--- src/rtl/sia_pkg.sv ---
package sia_pkg;
  localparam int WORD_W        = 32;
  localparam int ADDR_W        = 3;
  localparam int EXP_BASE      = 16;
  localparam int PPC_CORE_BASE = 0;
  localparam int PPC_PEXP_BASE = 4;
  localparam int PPC_SEXP_BASE = 20;

  typedef enum logic [ADDR_W-1:0] {
    RA_MPC_STAT = 3'd0,
    RA_PPC_STAT = 3'd1,
    RA_PPC_CLR  = 3'd2,
    RA_PPC_EN   = 3'd3,
    RA_MSC_STAT = 3'd4,
    RA_MSC_CLR  = 3'd5,
    RA_MSC_EN   = 3'd6,
    RA_MSC_NS   = 3'd7
  } reg_addr_e;

  // Ones in bit positions base .. base+n-1
  function automatic logic [WORD_W-1:0] field_mask(int base, int n);
    logic [WORD_W-1:0] m;
    m = '0;
    for (int i = 0; i < WORD_W; i++) begin
      if (i >= base && i < base + n) m[i] = 1'b1;
    end
    return m;
  endfunction

  function automatic logic [WORD_W-1:0] ppc_mask(int n_core, int n_pexp, int n_sexp);
    return field_mask(PPC_CORE_BASE, n_core) |
           field_mask(PPC_PEXP_BASE, n_pexp) |
           field_mask(PPC_SEXP_BASE, n_sexp);
  endfunction

  function automatic logic [WORD_W-1:0] msc_mask(int n_msc);
    return field_mask(EXP_BASE, n_msc);
  endfunction
endpackage

--- src/rtl/sia_status_pack.sv ---
module sia_status_pack
  import sia_pkg::*;
#(
  parameter int N_MPC  = 4,
  parameter int N_MPCX = 4,
  parameter int N_PC   = 2,
  parameter int N_PP   = 4,
  parameter int N_PS   = 4,
  parameter int N_MSC  = 4
) (
  input  logic              clk,
  input  logic              rst_n,
  input  logic [N_MPC-1:0]  mpc_i,
  input  logic [N_MPCX-1:0] mpcx_i,
  input  logic [N_PC-1:0]   pc_i,
  input  logic [N_PP-1:0]   pp_i,
  input  logic [N_PS-1:0]   ps_i,
  input  logic [N_MSC-1:0]  msc_i,
  output logic [WORD_W-1:0] mpc_word_o,
  output logic [WORD_W-1:0] ppc_word_o,
  output logic [WORD_W-1:0] msc_word_o
);
  logic [WORD_W-1:0] mpc_d, ppc_d, msc_d;

  always_comb begin
    mpc_d = '0;
    ppc_d = '0;
    msc_d = '0;
    mpc_d[0 +: N_MPC]               = mpc_i;
    mpc_d[EXP_BASE +: N_MPCX]       = mpcx_i;
    ppc_d[PPC_CORE_BASE +: N_PC]    = pc_i;
    ppc_d[PPC_PEXP_BASE +: N_PP]    = pp_i;
    ppc_d[PPC_SEXP_BASE +: N_PS]    = ps_i;
    msc_d[EXP_BASE +: N_MSC]        = msc_i;
  end

  always_ff @(posedge clk or negedge rst_n) begin
    if (!rst_n) begin
      mpc_word_o <= '0;
      ppc_word_o <= '0;
      msc_word_o <= '0;
    end else begin
      mpc_word_o <= mpc_d;
      ppc_word_o <= ppc_d;
      msc_word_o <= msc_d;
    end
  end
endmodule

--- src/rtl/sia_ctrl_regs.sv ---
module sia_ctrl_regs
  import sia_pkg::*;
#(
  parameter int N_PC  = 2,
  parameter int N_PP  = 4,
  parameter int N_PS  = 4,
  parameter int N_MSC = 4
) (
  input  logic              clk,
  input  logic              rst_n,
  input  logic              we_i,
  input  logic [ADDR_W-1:0] addr_i,
  input  logic [WORD_W-1:0] wdata_i,
  input  logic [WORD_W-1:0] ppc_stat_i,
  output logic [WORD_W-1:0] ppc_en_o,
  output logic [WORD_W-1:0] msc_en_o,
  output logic [WORD_W-1:0] msc_ns_o,
  output logic [WORD_W-1:0] ppc_clr_o,
  output logic [WORD_W-1:0] msc_clr_o
);
  localparam logic [WORD_W-1:0] PPC_MASK = ppc_mask(N_PC, N_PP, N_PS);
  localparam logic [WORD_W-1:0] MSC_MASK = msc_mask(N_MSC);

  logic wr_ppc_en, wr_ppc_clr, wr_msc_en, wr_msc_clr, wr_msc_ns;

  assign wr_ppc_en  = we_i && (addr_i == RA_PPC_EN);
  assign wr_ppc_clr = we_i && (addr_i == RA_PPC_CLR);
  assign wr_msc_en  = we_i && (addr_i == RA_MSC_EN);
  assign wr_msc_clr = we_i && (addr_i == RA_MSC_CLR);
  assign wr_msc_ns  = we_i && (addr_i == RA_MSC_NS);

  always_ff @(posedge clk or negedge rst_n) begin
    if (!rst_n) begin
      ppc_en_o  <= '0;
      msc_en_o  <= '0;
      msc_ns_o  <= '0;
      ppc_clr_o <= '0;
      msc_clr_o <= '0;
    end else begin
      if (wr_ppc_en) ppc_en_o <= wdata_i & PPC_MASK;
      if (wr_msc_en) msc_en_o <= wdata_i & MSC_MASK;
      if (wr_msc_ns) msc_ns_o <= wdata_i & MSC_MASK;
      ppc_clr_o <= wr_ppc_clr ? (ppc_stat_i & PPC_MASK) : '0;
      msc_clr_o <= wr_msc_clr ? (wdata_i & MSC_MASK) : '0;
    end
  end
endmodule

--- src/rtl/sia_read_mux.sv ---
module sia_read_mux
  import sia_pkg::*;
(
  input  logic [ADDR_W-1:0] addr_i,
  input  logic [WORD_W-1:0] mpc_word_i,
  input  logic [WORD_W-1:0] ppc_word_i,
  input  logic [WORD_W-1:0] msc_word_i,
  input  logic [WORD_W-1:0] ppc_en_i,
  input  logic [WORD_W-1:0] msc_en_i,
  input  logic [WORD_W-1:0] msc_ns_i,
  output logic [WORD_W-1:0] rdata_o
);
  always_comb begin
    unique case (reg_addr_e'(addr_i))
      RA_MPC_STAT: rdata_o = mpc_word_i;
      RA_PPC_STAT: rdata_o = ppc_word_i;
      RA_PPC_EN:   rdata_o = ppc_en_i;
      RA_MSC_STAT: rdata_o = msc_word_i;
      RA_MSC_EN:   rdata_o = msc_en_i;
      RA_MSC_NS:   rdata_o = msc_ns_i;
      default:     rdata_o = '0;
    endcase
  end
endmodule

--- src/rtl/sec_irq_agg.sv ---
module sec_irq_agg
  import sia_pkg::*;
#(
  parameter int N_MPC  = 4,
  parameter int N_MPCX = 4,
  parameter int N_PC   = 2,
  parameter int N_PP   = 4,
  parameter int N_PS   = 4,
  parameter int N_MSC  = 4
) (
  input  logic              clk,
  input  logic              rst_n,
  input  logic [N_MPC-1:0]  mpc_int_i,
  input  logic [N_MPCX-1:0] mpcx_int_i,
  input  logic [N_PC-1:0]   ppc_core_int_i,
  input  logic [N_PP-1:0]   ppc_pexp_int_i,
  input  logic [N_PS-1:0]   ppc_sexp_int_i,
  input  logic [N_MSC-1:0]  msc_int_i,
  input  logic              reg_we,
  input  logic [2:0]        reg_addr,
  input  logic [31:0]       reg_wdata,
  output logic [31:0]       reg_rdata,
  output logic [N_PC-1:0]   ppc_core_en_o,
  output logic [N_PP-1:0]   ppc_pexp_en_o,
  output logic [N_PS-1:0]   ppc_sexp_en_o,
  output logic [N_PC-1:0]   ppc_core_clr_o,
  output logic [N_PP-1:0]   ppc_pexp_clr_o,
  output logic [N_PS-1:0]   ppc_sexp_clr_o,
  output logic [N_MSC-1:0]  msc_clr_o,
  output logic [N_MSC-1:0]  msc_ns_o,
  output logic              msc_irq_o
);
  // Named internal words, observed by the bound checker
  logic [WORD_W-1:0] mpc_word_w, ppc_word_w, msc_word_w;
  logic [WORD_W-1:0] ppc_en_w, msc_en_w, msc_ns_w, ppc_clr_w, msc_clr_w;
  logic [WORD_W-1:0] msc_pending_w;

  sia_status_pack #(
    .N_MPC(N_MPC), .N_MPCX(N_MPCX), .N_PC(N_PC),
    .N_PP(N_PP), .N_PS(N_PS), .N_MSC(N_MSC)
  ) pack_i (
    .clk(clk), .rst_n(rst_n),
    .mpc_i(mpc_int_i), .mpcx_i(mpcx_int_i),
    .pc_i(ppc_core_int_i), .pp_i(ppc_pexp_int_i), .ps_i(ppc_sexp_int_i),
    .msc_i(msc_int_i),
    .mpc_word_o(mpc_word_w), .ppc_word_o(ppc_word_w), .msc_word_o(msc_word_w)
  );

  sia_ctrl_regs #(
    .N_PC(N_PC), .N_PP(N_PP), .N_PS(N_PS), .N_MSC(N_MSC)
  ) ctrl_i (
    .clk(clk), .rst_n(rst_n),
    .we_i(reg_we), .addr_i(reg_addr), .wdata_i(reg_wdata),
    .ppc_stat_i(ppc_word_w),
    .ppc_en_o(ppc_en_w), .msc_en_o(msc_en_w), .msc_ns_o(msc_ns_w),
    .ppc_clr_o(ppc_clr_w), .msc_clr_o(msc_clr_w)
  );

  sia_read_mux rmux_i (
    .addr_i(reg_addr),
    .mpc_word_i(mpc_word_w), .ppc_word_i(ppc_word_w), .msc_word_i(msc_word_w),
    .ppc_en_i(ppc_en_w), .msc_en_i(msc_en_w), .msc_ns_i(msc_ns_w),
    .rdata_o(reg_rdata)
  );

  // Fan the packed words back out to per-source pins
  assign ppc_core_en_o  = ppc_en_w[PPC_CORE_BASE +: N_PC];
  assign ppc_pexp_en_o  = ppc_en_w[PPC_PEXP_BASE +: N_PP];
  assign ppc_sexp_en_o  = ppc_en_w[PPC_SEXP_BASE +: N_PS];
  assign ppc_core_clr_o = ppc_clr_w[PPC_CORE_BASE +: N_PC];
  assign ppc_pexp_clr_o = ppc_clr_w[PPC_PEXP_BASE +: N_PP];
  assign ppc_sexp_clr_o = ppc_clr_w[PPC_SEXP_BASE +: N_PS];
  assign msc_clr_o      = msc_clr_w[EXP_BASE +: N_MSC];
  assign msc_ns_o       = msc_ns_w[EXP_BASE +: N_MSC];

  assign msc_pending_w  = msc_word_w & msc_en_w;
  assign msc_irq_o      = |msc_pending_w;
endmodule

--- config.mk ---
export PLATFORM = sky130hd
export DESIGN_NAME = sec_irq_agg
export DESIGN_NICKNAME = d
export VERILOG_FILES = /design/src/rtl/sia_pkg.sv /design/src/rtl/sia_status_pack.sv /design/src/rtl/sia_ctrl_regs.sv /design/src/rtl/sia_read_mux.sv /design/src/rtl/sec_irq_agg.sv
export SDC_FILE = /design/constraint.sdc
export NUM_CORES = 1
export LEC_CHECK = 0
export CORE_UTILIZATION = 47
export CTS_BUF_LIST = sky130_fd_sc_hd__clkbuf_8
export CTS_CLUSTER_SIZE = 12
export DETAILED_ROUTE_END_ITERATION = 16
export PLACE_DENSITY_LB_ADDON = 0.15
export SYNTH_ARGS = -nofsm -noshare
export SYNTH_HDL_FRONTEND = slang
export SYNTH_HIERARCHICAL = 1
export SYNTH_SLANG_ARGS = --single-unit
--- constraint.sdc ---
create_clock -name clk -period 1.2 [get_ports clk]
set_input_delay 0.18 -clock clk [delete_from_list [all_inputs] [get_ports clk]]
set_output_delay 0.18 -clock clk [all_outputs]
set_load 0.01 [all_outputs]
# Word-level counts from Yosys, hierarchy flattened
# Index checks and enable logic that the tools add are counted.
[op_classes]
n_reduce_logical = 7
eq_ne = 7
mux = 3
bitwise = 1
[op_table]
columns = ["operator", "count"]
rows = [
  ["$pmux W24 S6", 1],
  ["$reduce_or A32 Y1", 1],
  ["$mux W24", 1],
  ["$and A20 B20 Y20", 1],
  ["$mux W20", 1],
  ["$eq A3 B3 Y1 const B", 4],
  ["$eq A3 B2 Y1 const B", 2],
  ["$logic_and A1 B1 Y1", 5],
  ["$eq A3 B1 Y1 const B", 1],
  ["$logic_not A3 Y1", 1],
]
[totals]
wordCells = 26
input_bits = 60
regBits = 84
output_inout_bits = 61

# Logic depth before layout (Yosys ltp)
[logic_depth]
word_depth = 3
ltp_mapped = 6
mapped_depth_nobuf = 3

# Cells and area by module
# The synthesis kept the hierarchy.
[by_module_without_submodules]
columns = ["mod", "n_inst", "seq_area_each_um2", "cells_each", "area_per_inst_um2"]
rows = [
  ["sia_ctrl_regs", 1, 800.8, 199, 2150.8],
  ["sia_read_mux", 1, 0.0, 212, 1671.6],
  ["sia_status_pack", 1, 550.5, 97, 1109.8],
  ["sec_irq_agg", 1, 0.0, 21, 157.7],
]

# Worst setup path after synthesis
# Ideal clock, no wire load.
[synth_path]
path_type = "register -> output"
start = "register pack_i.msc_word_o[17]"
end = "output port msc_irq_o"
path_stages_with_launch = 4
t_required_ns = 1.020
path_slack_ns = -0.117
arrival_time_ns = 1.137
path_buffers = 0
path_cell_list = "dfrtp_1 a22oi_1 nand4_1 or4_1"
[synth_via]
elab_chain_cells = 2
[synth_lines]
columns = ["item", "line_no", "source"]
rows = [
  ["start: declaration", "sia_status_pack.sv:21", "output logic [WORD_W-1:0] msc_word_o"],
  ["start signal: assignment", "sia_status_pack.sv:45", "msc_word_o <= msc_d;"],
  ["$and A20 B20 Y20", "sec_irq_agg.sv:76", "assign msc_pending_w = msc_word_w & msc_en_w;"],
  ["$reduce_or A32 Y1", "sec_irq_agg.sv:77", "assign msc_irq_o = |msc_pending_w;"],
  ["end: declaration", "sec_irq_agg.sv:31", "output logic msc_irq_o"],
]
# Every way passes these cells.

# Final worst setup path
[layout_path]
start = "register ctrl_i.msc_en_o[17]"
end = "output port msc_irq_o"
[layout_via]
elab_chain_cells = 2
[layout_lines]
columns = ["item", "line_no", "source"]
rows = [
  ["start: declaration", "sia_ctrl_regs.sv:16", "output logic [WORD_W-1:0] msc_en_o,"],
  ["start signal: assignment", "sia_ctrl_regs.sv:41", "if (wr_msc_en) msc_en_o <= wdata_i & MSC_MASK;"],
  ["$and A20 B20 Y20", "sec_irq_agg.sv:76", ""],
  ["$reduce_or A32 Y1", "sec_irq_agg.sv:77", ""],
]
# Every way passes these cells.

==> results.txt <==
outcome - finished, violations left
failing checks - negative setup slack
CP arrival - 1.69 ns
Worst Hold Path Cells - 1
I/O pin cnt - 121
vias in the first global route - 3503
placed cell count - 740
Syn Inst Count - 479
routed vias - 3476
Post-Route WL - 10980 um
Worst R2R Start - ctrl_i/ppc_en_o[1]$_DFFE_PN0P_
routed length per instance - 14.43 um
RSZ-0062 raised after global routing - yes
r2r endpoint - ctrl_i/ppc_en_o[1]$_DFFE_PN0P_
first-pass GRT wire length - 17380 um
Worst Skew - 0.01072 ns
vias per inst - 4.568
worst min path class - input pin to flip-flop
GP Congestion - 0.7827
CP Data Required Time - 1.02 ns
Worst R2R Path Depth - 3
TritonCTS clock tree - built
endpoints failing setup - 18
grt ovf - 0
CP Max Fanout - 2
final std cells w/o fill - 761
share of cells above drive strength 1 - 38.54%
Startpoint Class - flip-flop
power density over the cells - 895.7 nW/um^2
Clock Tree Root - clkbuf_8
core footprint - 9729 sq um
crit path capture - msc_irq_o
drt initial violations - 94
DRC viols - 0
fin crit share - 155.6%
Post-DP HPWL - 8300 um
Filler cells - 869
Worst-Skew Late Latency - 0.32 ns
drt first pass iters - 4
num rows - 36
initial antenna violation count - 0
cell area after layout - 6103 sq um
Netlist Area Pre-Place - 4715 sq um
CTS H-Tree Depth - 2
max-cap violations - 0
fmax - 0.5356 GHz
Die Ht - 102.2 um
area grow syn2layout - 29.46%
Mapped Avg Cell Area - 9.842 sq um
Die Span X - 102.2 um
final worst setup slack - -0.6672 ns
Total Routing Usage GR - 21.96%
Worst Setup SP - ctrl_i/msc_en_o[17]$_DFFE_PN0P_
Period minus WS final - 1.867 ns
crit path capture type - primary output
Yosys warning total - 6
clock tree buffer depth - 2
Die ar. - 10440 sq um
Fin. Hold Viols - 0
Worst VDD drop - 0.0005975 V
total CTS buffers - 5
Clk pin slew, worst setup/hold paths - 0.11 ns
r2r setup slk - 0.18 ns
pin count of the biggest net entering global routing - 55
final max-slew violation count - 0
initial core utilization - 48.46%
Placed Area - 5670 sq um
Final ANT Viol Nets - 0
port bufs - 100
final net count - 687
Crit Path Class - flip-flop to primary output
clk sink count - 54
# diodes - 0
Leak - 2.963 nW
state kept, by name, summed over array words and instances, names as in the netlist:
register	cells
ctrl_i/msc_clr_o	4
ctrl_i/ppc_clr_o	10
ctrl_i/ppc_en_o	10
pack_i/msc_word_o	4
ctrl_i/msc_ns_o	4
ctrl_i/msc_en_o	4
pack_i/mpc_word_o	8
pack_i/ppc_word_o	10
stage by stage:
stage                     power, mW  setup TNS, ns  utilization (%)  setup WS (ns)  hold WS, ns
after global placement        4.127         -26.62            58.28        -0.6816       0.1964
after global routing          5.774         -6.888            62.73        -0.7024       0.2640
final                         5.467         -5.839            62.73        -0.6672       0.2784
after detailed placement      4.158         -27.87            58.28        -0.6986       0.2008
after CTS                     5.307         -6.011            60.93        -0.6735       0.2687
after floorplan               3.493        -0.2837                -       -0.09545      -0.1156
routing by layer:
metal / global-route usage (%) / routed length [um] / share of wire (%)
met5: 0 / 0 / 0
met4: 6.484 / 157 / 1.4
met3: 3.420 / 389 / 3.5
met2: 38.05 / 5584 / 51
met1: 28.22 / 4850 / 44
cell usage in the layout (no fill, tap or decap), types with 4 or more instances in the layout:
master and instances:
a21oi_1 12, a21oi_2 7, a21oi_4 5, a221oi_2 20
a22oi_1 16, a31oi_1 5, and2_1 14, buf_12 6
buf_2 30, buf_4 50, buf_6 27, clkbuf_2 4
clkbuf_8 5, clkdlybuf4s15_1 4, clkdlybuf4s50_1 36, conb_1 152
dfrtp_1 54, dlygate4sd2_1 11, mux2_2 29, mux2_4 21
mux2i_1 36, nand2_2 6, nand3_1 8, nand4_1 5
o221ai_2 6, or2_0 8, or2_2 7
repair_timing:
action / 4_1_cts / 5_1_grt
gates resized for setup: 254 / 42
gates cloned: 0 / 0
pin swaps: 11 / 8
endpoints found under the setup margin: 69 / 36
hold buffers: 1 / 0
hold endpoints to repair: 54 / 0
setup buffers: 12 / 5
layout make-up:
cell class                      count  area [sq um]  share of cell area (%)
Multi-Input combinational cell    395          2995                   49.08
Timing Repair Buffer              170          1491                   24.44
Sequential cell                    54          1351                   22.14
Tap cell                          133         166.4                   2.727
Clock buffer                        5         68.82                   1.128
Clock inverter                      3         26.28                  0.4305
Inverter                            1         3.754                 0.06150
worst max-delay path, cell delays in order, from the launching register on:
cell and delay (ns):
dfrtp_1 0.40, a22oi_1 0.19, nand4_1 0.11, or4_4 0.52, buf_6 0.14
how the worst min path moves through the flow:
stage                                 start                               to  slack [ns]
after global routing           mpc_int_i[2]   pack_i/mpc_word_o[2]$_DFF_PN0_        0.26
after floorplan                       rst_n   ctrl_i/msc_clr_o[16]$_DFF_PN0_       -0.12
final                     ppc_sexp_int_i[0]  pack_i/ppc_word_o[20]$_DFF_PN0_        0.28
after global placement                rst_n  pack_i/mpc_word_o[17]$_DFF_PN0_        0.20
after detailed placement              rst_n  pack_i/mpc_word_o[17]$_DFF_PN0_        0.20
after CTS                      mpc_int_i[2]   pack_i/mpc_word_o[2]$_DFF_PN0_        0.27
report_power, final:
part | leakage, nW | total [mW] | internal (mW) | switching (mW)
clock network | 0.0495 | 1.11 | 0.435 | 0.671
logic | 2.25 | 2.25 | 1.26 | 0.990
registers | 0.666 | 2.11 | 2.00 | 0.110
total | 2.96 | 5.47 | 3.70 | 1.77
Note: power is estimated with default switching activity, not from simulation.
